**src/rtl/dbg_rst_pkg.sv**
```systemverilog
package dbg_rst_pkg;
  localparam int IR_W = 5;
  localparam int DR_W = 8;

  localparam logic [IR_W-1:0] IR_IDCODE = 5'h01;
  localparam logic [IR_W-1:0] IR_DBGSEL = 5'h09;
  localparam logic [IR_W-1:0] IR_LOAD   = 5'h07;
  localparam logic [IR_W-1:0] IR_CAPT   = 5'b00001;

  localparam int HALT_BIT = 0;
  localparam int HOLD_BIT = 1;
  localparam int CRST_BIT = 2;

  // cold resets always invalidate; warm ones only outside debug modes
  function automatic logic inv_wanted(input logic cold, input logic halt,
                                      input logic load);
    return cold | ~(halt | load);
  endfunction
endpackage

```
**src/rtl/rst_sync.sv**
```systemverilog
module rst_sync #(
  parameter int STAGES = 2
) (
  input  logic clk,
  input  logic arst_n,
  output logic rst_o
);
  logic [STAGES-1:0] ff;

  always_ff @(posedge clk or negedge arst_n) begin
    if (!arst_n) ff <= '0;
    else         ff <= {ff[STAGES-2:0], 1'b1};
  end

  assign rst_o = ~ff[STAGES-1];
endmodule

```
**src/rtl/jtag_regs.sv**
```systemverilog
module jtag_regs
  import dbg_rst_pkg::*;
#(
  parameter int IRW = IR_W,
  parameter int DRW = DR_W
) (
  input  logic clk,
  input  logic trst_rst,
  input  logic tck_en,
  input  logic tdi,
  input  logic ir_capture,
  input  logic ir_shift,
  input  logic ir_update,
  input  logic dr_capture,
  input  logic dr_shift,
  input  logic dr_update,
  input  logic in_rst,
  output logic tdo,
  output logic halt,
  output logic hold,
  output logic load_mode,
  output logic load_upd
);
  logic [IRW-1:0] ir, ir_sr;
  logic [DRW-1:0] dr_sr, cap;
  logic sel_dbg;
  logic ir_cap_ev, ir_sh_ev, ir_upd_ev, dr_cap_ev, dr_sh_ev, dr_upd_ev;

  assign ir_cap_ev = tck_en & ir_capture;
  assign ir_sh_ev  = tck_en & ir_shift;
  assign ir_upd_ev = tck_en & ir_update;
  assign dr_cap_ev = tck_en & dr_capture;
  assign dr_sh_ev  = tck_en & dr_shift;
  assign dr_upd_ev = tck_en & dr_update;

  assign sel_dbg   = (ir == IRW'(IR_DBGSEL));
  assign load_mode = (ir == IRW'(IR_LOAD));
  assign load_upd  = dr_upd_ev & load_mode;

  always_comb begin
    cap = '0;
    cap[HALT_BIT] = halt;
    cap[HOLD_BIT] = hold;
    cap[CRST_BIT] = in_rst;
  end

  always_ff @(posedge clk or posedge trst_rst) begin
    if (trst_rst) begin
      ir    <= IRW'(IR_IDCODE);
      ir_sr <= '0;
    end else begin
      if (ir_cap_ev)     ir_sr <= IRW'(IR_CAPT);
      else if (ir_sh_ev) ir_sr <= {tdi, ir_sr[IRW-1:1]};
      if (ir_upd_ev)     ir <= ir_sr;
    end
  end

  always_ff @(posedge clk or posedge trst_rst) begin
    if (trst_rst) begin
      dr_sr <= '0;
      halt  <= 1'b0;
      hold  <= 1'b0;
    end else if (sel_dbg) begin
      if (dr_cap_ev)     dr_sr <= cap;
      else if (dr_sh_ev) dr_sr <= {tdi, dr_sr[DRW-1:1]};
      if (dr_upd_ev) begin
        halt <= dr_sr[HALT_BIT];
        hold <= dr_sr[HOLD_BIT];
      end
    end
  end

  assign tdo = ir_shift ? ir_sr[0] : ((dr_shift & sel_dbg) ? dr_sr[0] : 1'b0);

  AST_TRST_IDCODE: assert property (@(posedge clk)
    trst_rst |-> (ir == IRW'(IR_IDCODE)) && !halt && !hold);
  AST_HOLD_FROM_SCAN: assert property (@(posedge clk) disable iff (trst_rst)
    (dr_upd_ev && sel_dbg) |=> (hold == $past(dr_sr[HOLD_BIT])));
  AST_FOREIGN_UPDATE: assert property (@(posedge clk) disable iff (trst_rst)
    (dr_upd_ev && !sel_dbg) |=> $stable(hold) && $stable(halt));
endmodule

```
**src/rtl/tck_min_cnt.sv**
```systemverilog
module tck_min_cnt #(
  parameter int MIN        = 15,
  parameter bit START_DONE = 1'b0
) (
  input  logic clk,
  input  logic arst,
  input  logic restart,
  input  logic tick,
  output logic done
);
  localparam int CW = $clog2(MIN + 1);
  localparam logic [CW-1:0] LIM = CW'(MIN);

  logic [CW-1:0] cnt;

  always_ff @(posedge clk or posedge arst) begin
    if (arst)                    cnt <= START_DONE ? LIM : '0;
    else if (restart)            cnt <= '0;
    else if (tick && cnt != LIM) cnt <= cnt + 1'b1;
  end

  assign done = (cnt == LIM);

  AST_DONE_STICKY: assert property (@(posedge clk) disable iff (arst)
    (done && !restart) |=> done);
  AST_RESTART_CLEARS: assert property (@(posedge clk) disable iff (arst)
    restart |=> !done);
endmodule

```
**src/rtl/dbg_rst_ctrl.sv**
```systemverilog
module dbg_rst_ctrl
  import dbg_rst_pkg::*;
#(
  parameter int GAP_MIN = 15,
  parameter int REL_MIN = 2030
) (
  input  logic clk,
  input  logic rst_pin_n,
  input  logic trst_n,
  input  logic tck_en,
  input  logic tdi,
  input  logic ir_capture,
  input  logic ir_shift,
  input  logic ir_update,
  input  logic dr_capture,
  input  logic dr_shift,
  input  logic dr_update,
  output logic tdo,
  output logic core_rst_n,
  output logic inv_main,
  output logic inv_mini,
  output logic halt_mode,
  output logic upd_gap_ok,
  output logic rel_wait_ok
);
  logic pin_rst, trst_rst;
  logic halt, hold, load_mode, load_upd;
  logic armed, entry, want;
  logic core_q, inv_main_q, inv_mini_q;

  rst_sync #(.STAGES(2)) u_pin_sync (.clk(clk), .arst_n(rst_pin_n), .rst_o(pin_rst));
  rst_sync #(.STAGES(2)) u_trst_sync (.clk(clk), .arst_n(trst_n), .rst_o(trst_rst));

  jtag_regs #(.IRW(IR_W), .DRW(DR_W)) u_jtag (
    .clk(clk), .trst_rst(trst_rst), .tck_en(tck_en), .tdi(tdi),
    .ir_capture(ir_capture), .ir_shift(ir_shift), .ir_update(ir_update),
    .dr_capture(dr_capture), .dr_shift(dr_shift), .dr_update(dr_update),
    .in_rst(~core_q), .tdo(tdo), .halt(halt), .hold(hold),
    .load_mode(load_mode), .load_upd(load_upd)
  );

  // reset entry: first clock in which the synchronised pin reads active
  always_ff @(posedge clk) armed <= ~pin_rst;
  assign entry = armed & pin_rst;
  assign want  = inv_wanted(trst_rst, halt, load_mode);

  always_ff @(posedge clk) begin
    inv_main_q <= entry & want;
    inv_mini_q <= entry & want;
  end

  always_ff @(posedge clk or negedge rst_pin_n) begin
    if (!rst_pin_n) core_q <= 1'b0;
    else            core_q <= ~pin_rst & ~hold;
  end

  tck_min_cnt #(.MIN(GAP_MIN), .START_DONE(1'b1)) u_gap (
    .clk(clk), .arst(trst_rst), .restart(load_upd), .tick(tck_en), .done(upd_gap_ok));
  tck_min_cnt #(.MIN(REL_MIN), .START_DONE(1'b0)) u_rel (
    .clk(clk), .arst(~core_q), .restart(1'b0), .tick(tck_en), .done(rel_wait_ok));

  assign core_rst_n = core_q;
  assign inv_main   = inv_main_q;
  assign inv_mini   = inv_mini_q;
  assign halt_mode  = halt;

  AST_COLD_BOTH: assert property (@(posedge clk)
    (entry && trst_rst) |=> (inv_main && inv_mini));
  AST_WARM_DEBUG_KEEP: assert property (@(posedge clk) disable iff (trst_rst)
    (entry && (halt || load_mode)) |=> (!inv_main && !inv_mini));
  AST_WARM_NORMAL: assert property (@(posedge clk) disable iff (trst_rst)
    (entry && !halt && !load_mode) |=> (inv_main && inv_mini));
  AST_STROBE_SINGLE: assert property (@(posedge clk)
    (inv_main || inv_mini) |=> (!inv_main && !inv_mini));
  AST_HOLD_KEEPS_RST: assert property (@(posedge clk) disable iff (trst_rst)
    hold |=> !core_rst_n);
  AST_PIN_FORCES_RST: assert property (@(posedge clk)
    !rst_pin_n |-> !core_rst_n);
  AST_REL_AFTER_RUN: assert property (@(posedge clk)
    rel_wait_ok |-> core_rst_n);
endmodule

```
**config.mk**
```make
export PLATFORM = sky130hd
export DESIGN_NAME = dbg_rst_ctrl
export DESIGN_NICKNAME = d
export VERILOG_FILES = /design/src/rtl/dbg_rst_pkg.sv /design/src/rtl/rst_sync.sv /design/src/rtl/jtag_regs.sv /design/src/rtl/tck_min_cnt.sv /design/src/rtl/dbg_rst_ctrl.sv
export SDC_FILE = /design/constraint.sdc
export NUM_CORES = 1
export LEC_CHECK = 0
export BUFFER_PORTS_ARGS = -buffer_cell sky130_fd_sc_hd__buf_4
export CAP_MARGIN = 40
export CORE_MARGIN = 2
export CORE_UTILIZATION = 57
export DETAILED_ROUTE_END_ITERATION = 12
export PLACE_DENSITY = 0.77
export SYNTH_ARGS = -nofsm -noshare
export SYNTH_HDL_FRONTEND = slang
export SYNTH_SLANG_ARGS = --single-unit
```
**constraint.sdc**
```tcl
create_clock -name clk -period 1.55 [get_ports clk]
set_input_delay 0.2325 -clock clk [delete_from_list [all_inputs] [get_ports clk]]
set_output_delay 0.2325 -clock clk [all_outputs]
set_load 0.02 [all_outputs]
```
==> flow_results.org <==
** Run status
- Run status :: finished, violations left
- The checks that failed: setup timing.

** Detailed routing
- Dividing the detail-routed wire length by the instance count gives 14.07 um.
- Total wire length :: 3.603 mm
- The final route contains around 1400 vias.
- Remaining design rule violation count :: 0
- The detail route stage leaves a number of antenna-violating nets equal to 0.
- Using the TritonRoute via totals, the vias-per-cell ratio works out to 5.465.
- Iteration-0 DRC Markers :: 59
- Total iterations of the first detailed-routing run :: 5

** Synth
- Yosys mapped a number of flops with a built-in enable equal to 0.
- Post-synthesis register bit count :: 42
- Part of the Yosys area used for sequential elements :: 56.14%
- Yosys Warn Count :: 0
- Average cell area after synthesis :: between 10 and 15 um^2
- In the synthesized netlist the async set-or-reset flop fraction comes to approximately 95%.
- Counting distinct cell types in the post-synthesis netlist gives 43.
- The synthesized netlist occupies a cell area of 0.001866 mm^2.
- Post-synth top flop :: dfrtp_1
- Instance count of the mapped netlist :: 174

** Clock tree
- CTS root buffer :: clkbuf_4
- The H-tree generated during clock tree synthesis spans 2 levels.
- Clock tree from TritonCTS :: done
- Clock-pin slew reported for the worst setup and hold paths after clock tree synthesis :: 110 ps
- The longest clock path from root to sink contains 2 buffers.
- Number of buffers created by CTS :: 5
- Later-pin clock latency in the skew report :: roughly 360 ps
- The tree built by TritonCTS fans out to 42 sinks.

** Layout
- P&R area growth vs syn :: 20.59%
- Once layout is complete, the cells apart from fillers number 256.
- The final layout contains 225 nets.
- Total inserted antenna cells :: 0
- Share of cells above drive strength 1 :: 30.66%
- The library cell used most frequently in the layout, excluding fill and tap cells, is dfrtp_1.
- Leading cell types in the layout, fill and taps excluded :: dfrtp_1 (35), buf_4 (32), nand2_1 (25), o21ai_0 (13), a21oi_1 (8)
- Filler cell count in the final layout :: 241

** Power
- Net switching component of the power :: just over 900 uW
- Post-route total power :: 2898 uW
- Highest ir drop seen on vdd :: 0.0006281 V
- Per report_power, the sequential group accounts for 53.5% of the total.
- In this run the static leakage power is 0.001027 uW.
- Net switching is between 30% and 40% of the power.
- Relative contribution of the clock network to total power :: 19.4%
- Proportion of power drawn by combinational gates :: 27.1%
- Internal power comes to 1971 uW.
- Power spread over the standard cell area amounts to 1288 mW/mm^2.

** Worst setup path
- Register-to-Register Setup Slack :: around 40 ps
- Startpoint of the worst setup timing path :: u_jtag.ir[0]
- Following the worst setup path forward leads to its endpoint at tdo.
- Type of destination of the critical path :: output pin
- Worst path required time :: ~1300 ps
- Setup Crit Path Kind :: flip-flop to output pin
- Worst reg2reg path endpoint :: u_gap.cnt[0]
- Data arrives at the worst endpoint at ~1600 ps.
- Startpoint of the lowest-slack register-to-register path :: u_jtag.ir[0]
- For the worst flop-to-flop path, the logic depth is 5.
- Critical path peak fanout :: 2
- Category of the worst setup path launch point :: flip-flop

** Hold path
- The tightest min-delay check is of the input pin to flip-flop type.

** Timing
- Setup repair after global routing could not meet its margin everywhere.
- The worst path in the final design needs a cycle of 1799 ps, including I/O delays and setup.
- Number of failing hold endpoints at the final stage :: 0
- Setup_tns :: -402.9 ps
- Final worst path period share :: 116.1%
- Final-report max-slew violation count :: 0
- Highest Clock Rate :: 555.8 MHz
- Layout Skew :: approximately 7.3 ps
- Across all setup checks in the final design, the least slack found is -249.2 ps.
- Setup violation total in the final timing report :: 3

** Global route
- The initial antenna violation count was 0.
- Via count of the first global-routing pass :: 1404
- Global Route Usage Sum :: 22.73%
- Overall overflow remaining after global route :: 0
- Maximum number of pins on one net before global-route repair :: 21
- The first global-routing pass estimated between 6 and 7 mm of wire.

** Floorplan
- Width of the chip :: 61.21 um
- The floorplan step set the die height to 61.21 um.
- Count of standard-cell rows :: 20
- In this run the count of I/O pins placed on the die edge is 18.
- For this configuration, the core starts out at a cell density of 60.61%.
- The floorplan step defined a die boundary enclosing 0.003747 mm^2.
- After floorplanning, the core was sized to cover 0.003078 mm^2.

** Placed design
- Placed insts :: 235
- Number of port buffers :: 17
- Half-perimeter wire length of the detailed placement result :: approximately 2.5 mm
- Placer Congestion :: 0.7882

** Job
- Max-cap violations in this run came to 0.
worst min-delay path by stage:
stage	from	end	slack, ps	cells past startpoint
2_1_floorplan	rst_pin_n	core_rst_n	-60	0
6_report	ir_capture	u_jtag.ir_sr[2]	80	2
5_1_grt	ir_capture	u_jtag.ir_sr[4]	50	2
3_3_place_gp	trst_n	u_trst_sync.ff[0]	10	1
4_1_cts	ir_capture	u_jtag.ir_sr[2]	70	2
3_5_place_dp	trst_n	u_trst_sync.ff[1]	20	1
layer usage:
| layer | vias to the layer above | wire [um] | global-route usage [%] |
|---|---|---|---|
| li1 | 675 | - | - |
| met1 | 687 | 1499 | 24.62 |
| met2 | 28 | 1889 | 39.21 |
| met3 | 9 | 140 | 8.824 |
| met4 | 0 | 73 | 10.25 |
| met5 | - | 0 | 0 |
cells in the mapped netlist, types with 2 or more instances:
master | instances | area, um^2
a21oi_1 | 8 | 40.04
and3_1 | 2 | 12.51
buf_2 | 3 | 15.01
buf_4 | 2 | 15.01
dfrtp_1 | 35 | 875.8
dfstp_2 | 5 | 131.4
dfxtp_1 | 2 | 40.04
ha_1 | 3 | 37.54
inv_1 | 6 | 22.52
mux2_2 | 4 | 45.04
mux2i_1 | 3 | 30.03
nand2_1 | 25 | 93.84
nand2b_1 | 2 | 12.51
nand3_1 | 8 | 40.04
nand3_2 | 2 | 20.02
nand4_1 | 3 | 18.77
nor2_1 | 6 | 22.52
nor2_2 | 2 | 12.51
nor2b_1 | 2 | 12.51
nor3_1 | 2 | 10.01
o21a_1 | 5 | 37.54
o21ai_0 | 14 | 70.07
o21ai_1 | 2 | 10.01
o22ai_1 | 4 | 25.02
xnor2_1 | 4 | 35.03
xor2_1 | 3 | 26.28
through the flow:
step	worst slack, ps	instance area (um^2)	utilization (%)	hold WS [ps]
after CTS	-268.9	2210	71.79	65.05
final	-249.2	2250	73.09	75.02
after global placement	105.7	2056	66.79	14.54
after global routing	-328.9	2250	73.09	48.83
after floorplan	4.145	1869	-	-63.09
after detailed placement	76.81	2056	66.79	16.34
state kept, by name (all words and copies together), names as in the netlist:
name / count
u_jtag.ir: 5
u_rel.cnt: 11
armed: 1
core_rst_n: 1
u_jtag.halt: 1
u_trst_sync.ff: 2
u_jtag.dr_sr: 8
inv_mini: 1
u_pin_sync.ff: 2
u_jtag.ir_sr: 5
u_gap.cnt: 4
u_jtag.hold: 1
power by group through the flow:
stage | clock network [uW] | logic (uW) | registers [uW]
finish | 562 | 785 | 1550
global route | 634 | 875 | 1570
CTS | 575 | 752 | 1540
detailed placement | 0 | 569 | 1590
global placement | 0 | 535 | 1560
floorplan | 0 | 418 | 1540
area by class of cell:
cell class / instances / area, um^2 / area share (%)
Tap cell: 44 / 55.05 / 2.447
Clock inverter: 1 / 5.005 / 0.2225
Timing Repair Buffer: 35 / 271.5 / 12.07
Clock buffer: 7 / 55.05 / 2.447
Sequential cell: 42 / 1047 / 46.55
Inverter: 6 / 22.52 / 1.001
Multi-Input combinational cell: 121 / 793.3 / 35.26
critical path, cell delays in order, from the launching register on:
cell and delay (ps):
dfstp_2 540, and2b_1 140, and3_4 190, nand3_2 60
o21ai_1 140, buf_4 150
logic make-up after synthesis:
logic type	share of synthesized area (%)
other cells	0.2010
simple gates	17.24
mux	4.024
buf+inv	3.017
xor+xnor	4.159
compound gates	13.21
fa+ha+maj	2.012
flops	56.14
what timing repair did:
| action | 4_1_cts | 5_1_grt |
|---|---|---|
| pin swaps | 1 | 5 |
| hold buffers | 2 | 0 |
| buffers inserted | 7 | 4 |
| resized for setup | 4 | 2 |
| setup endpoints to repair | 3 | 4 |
| endpoints found under the hold margin | 5 | 0 |
No activity file was read; power rests on OpenSTA's default activity.
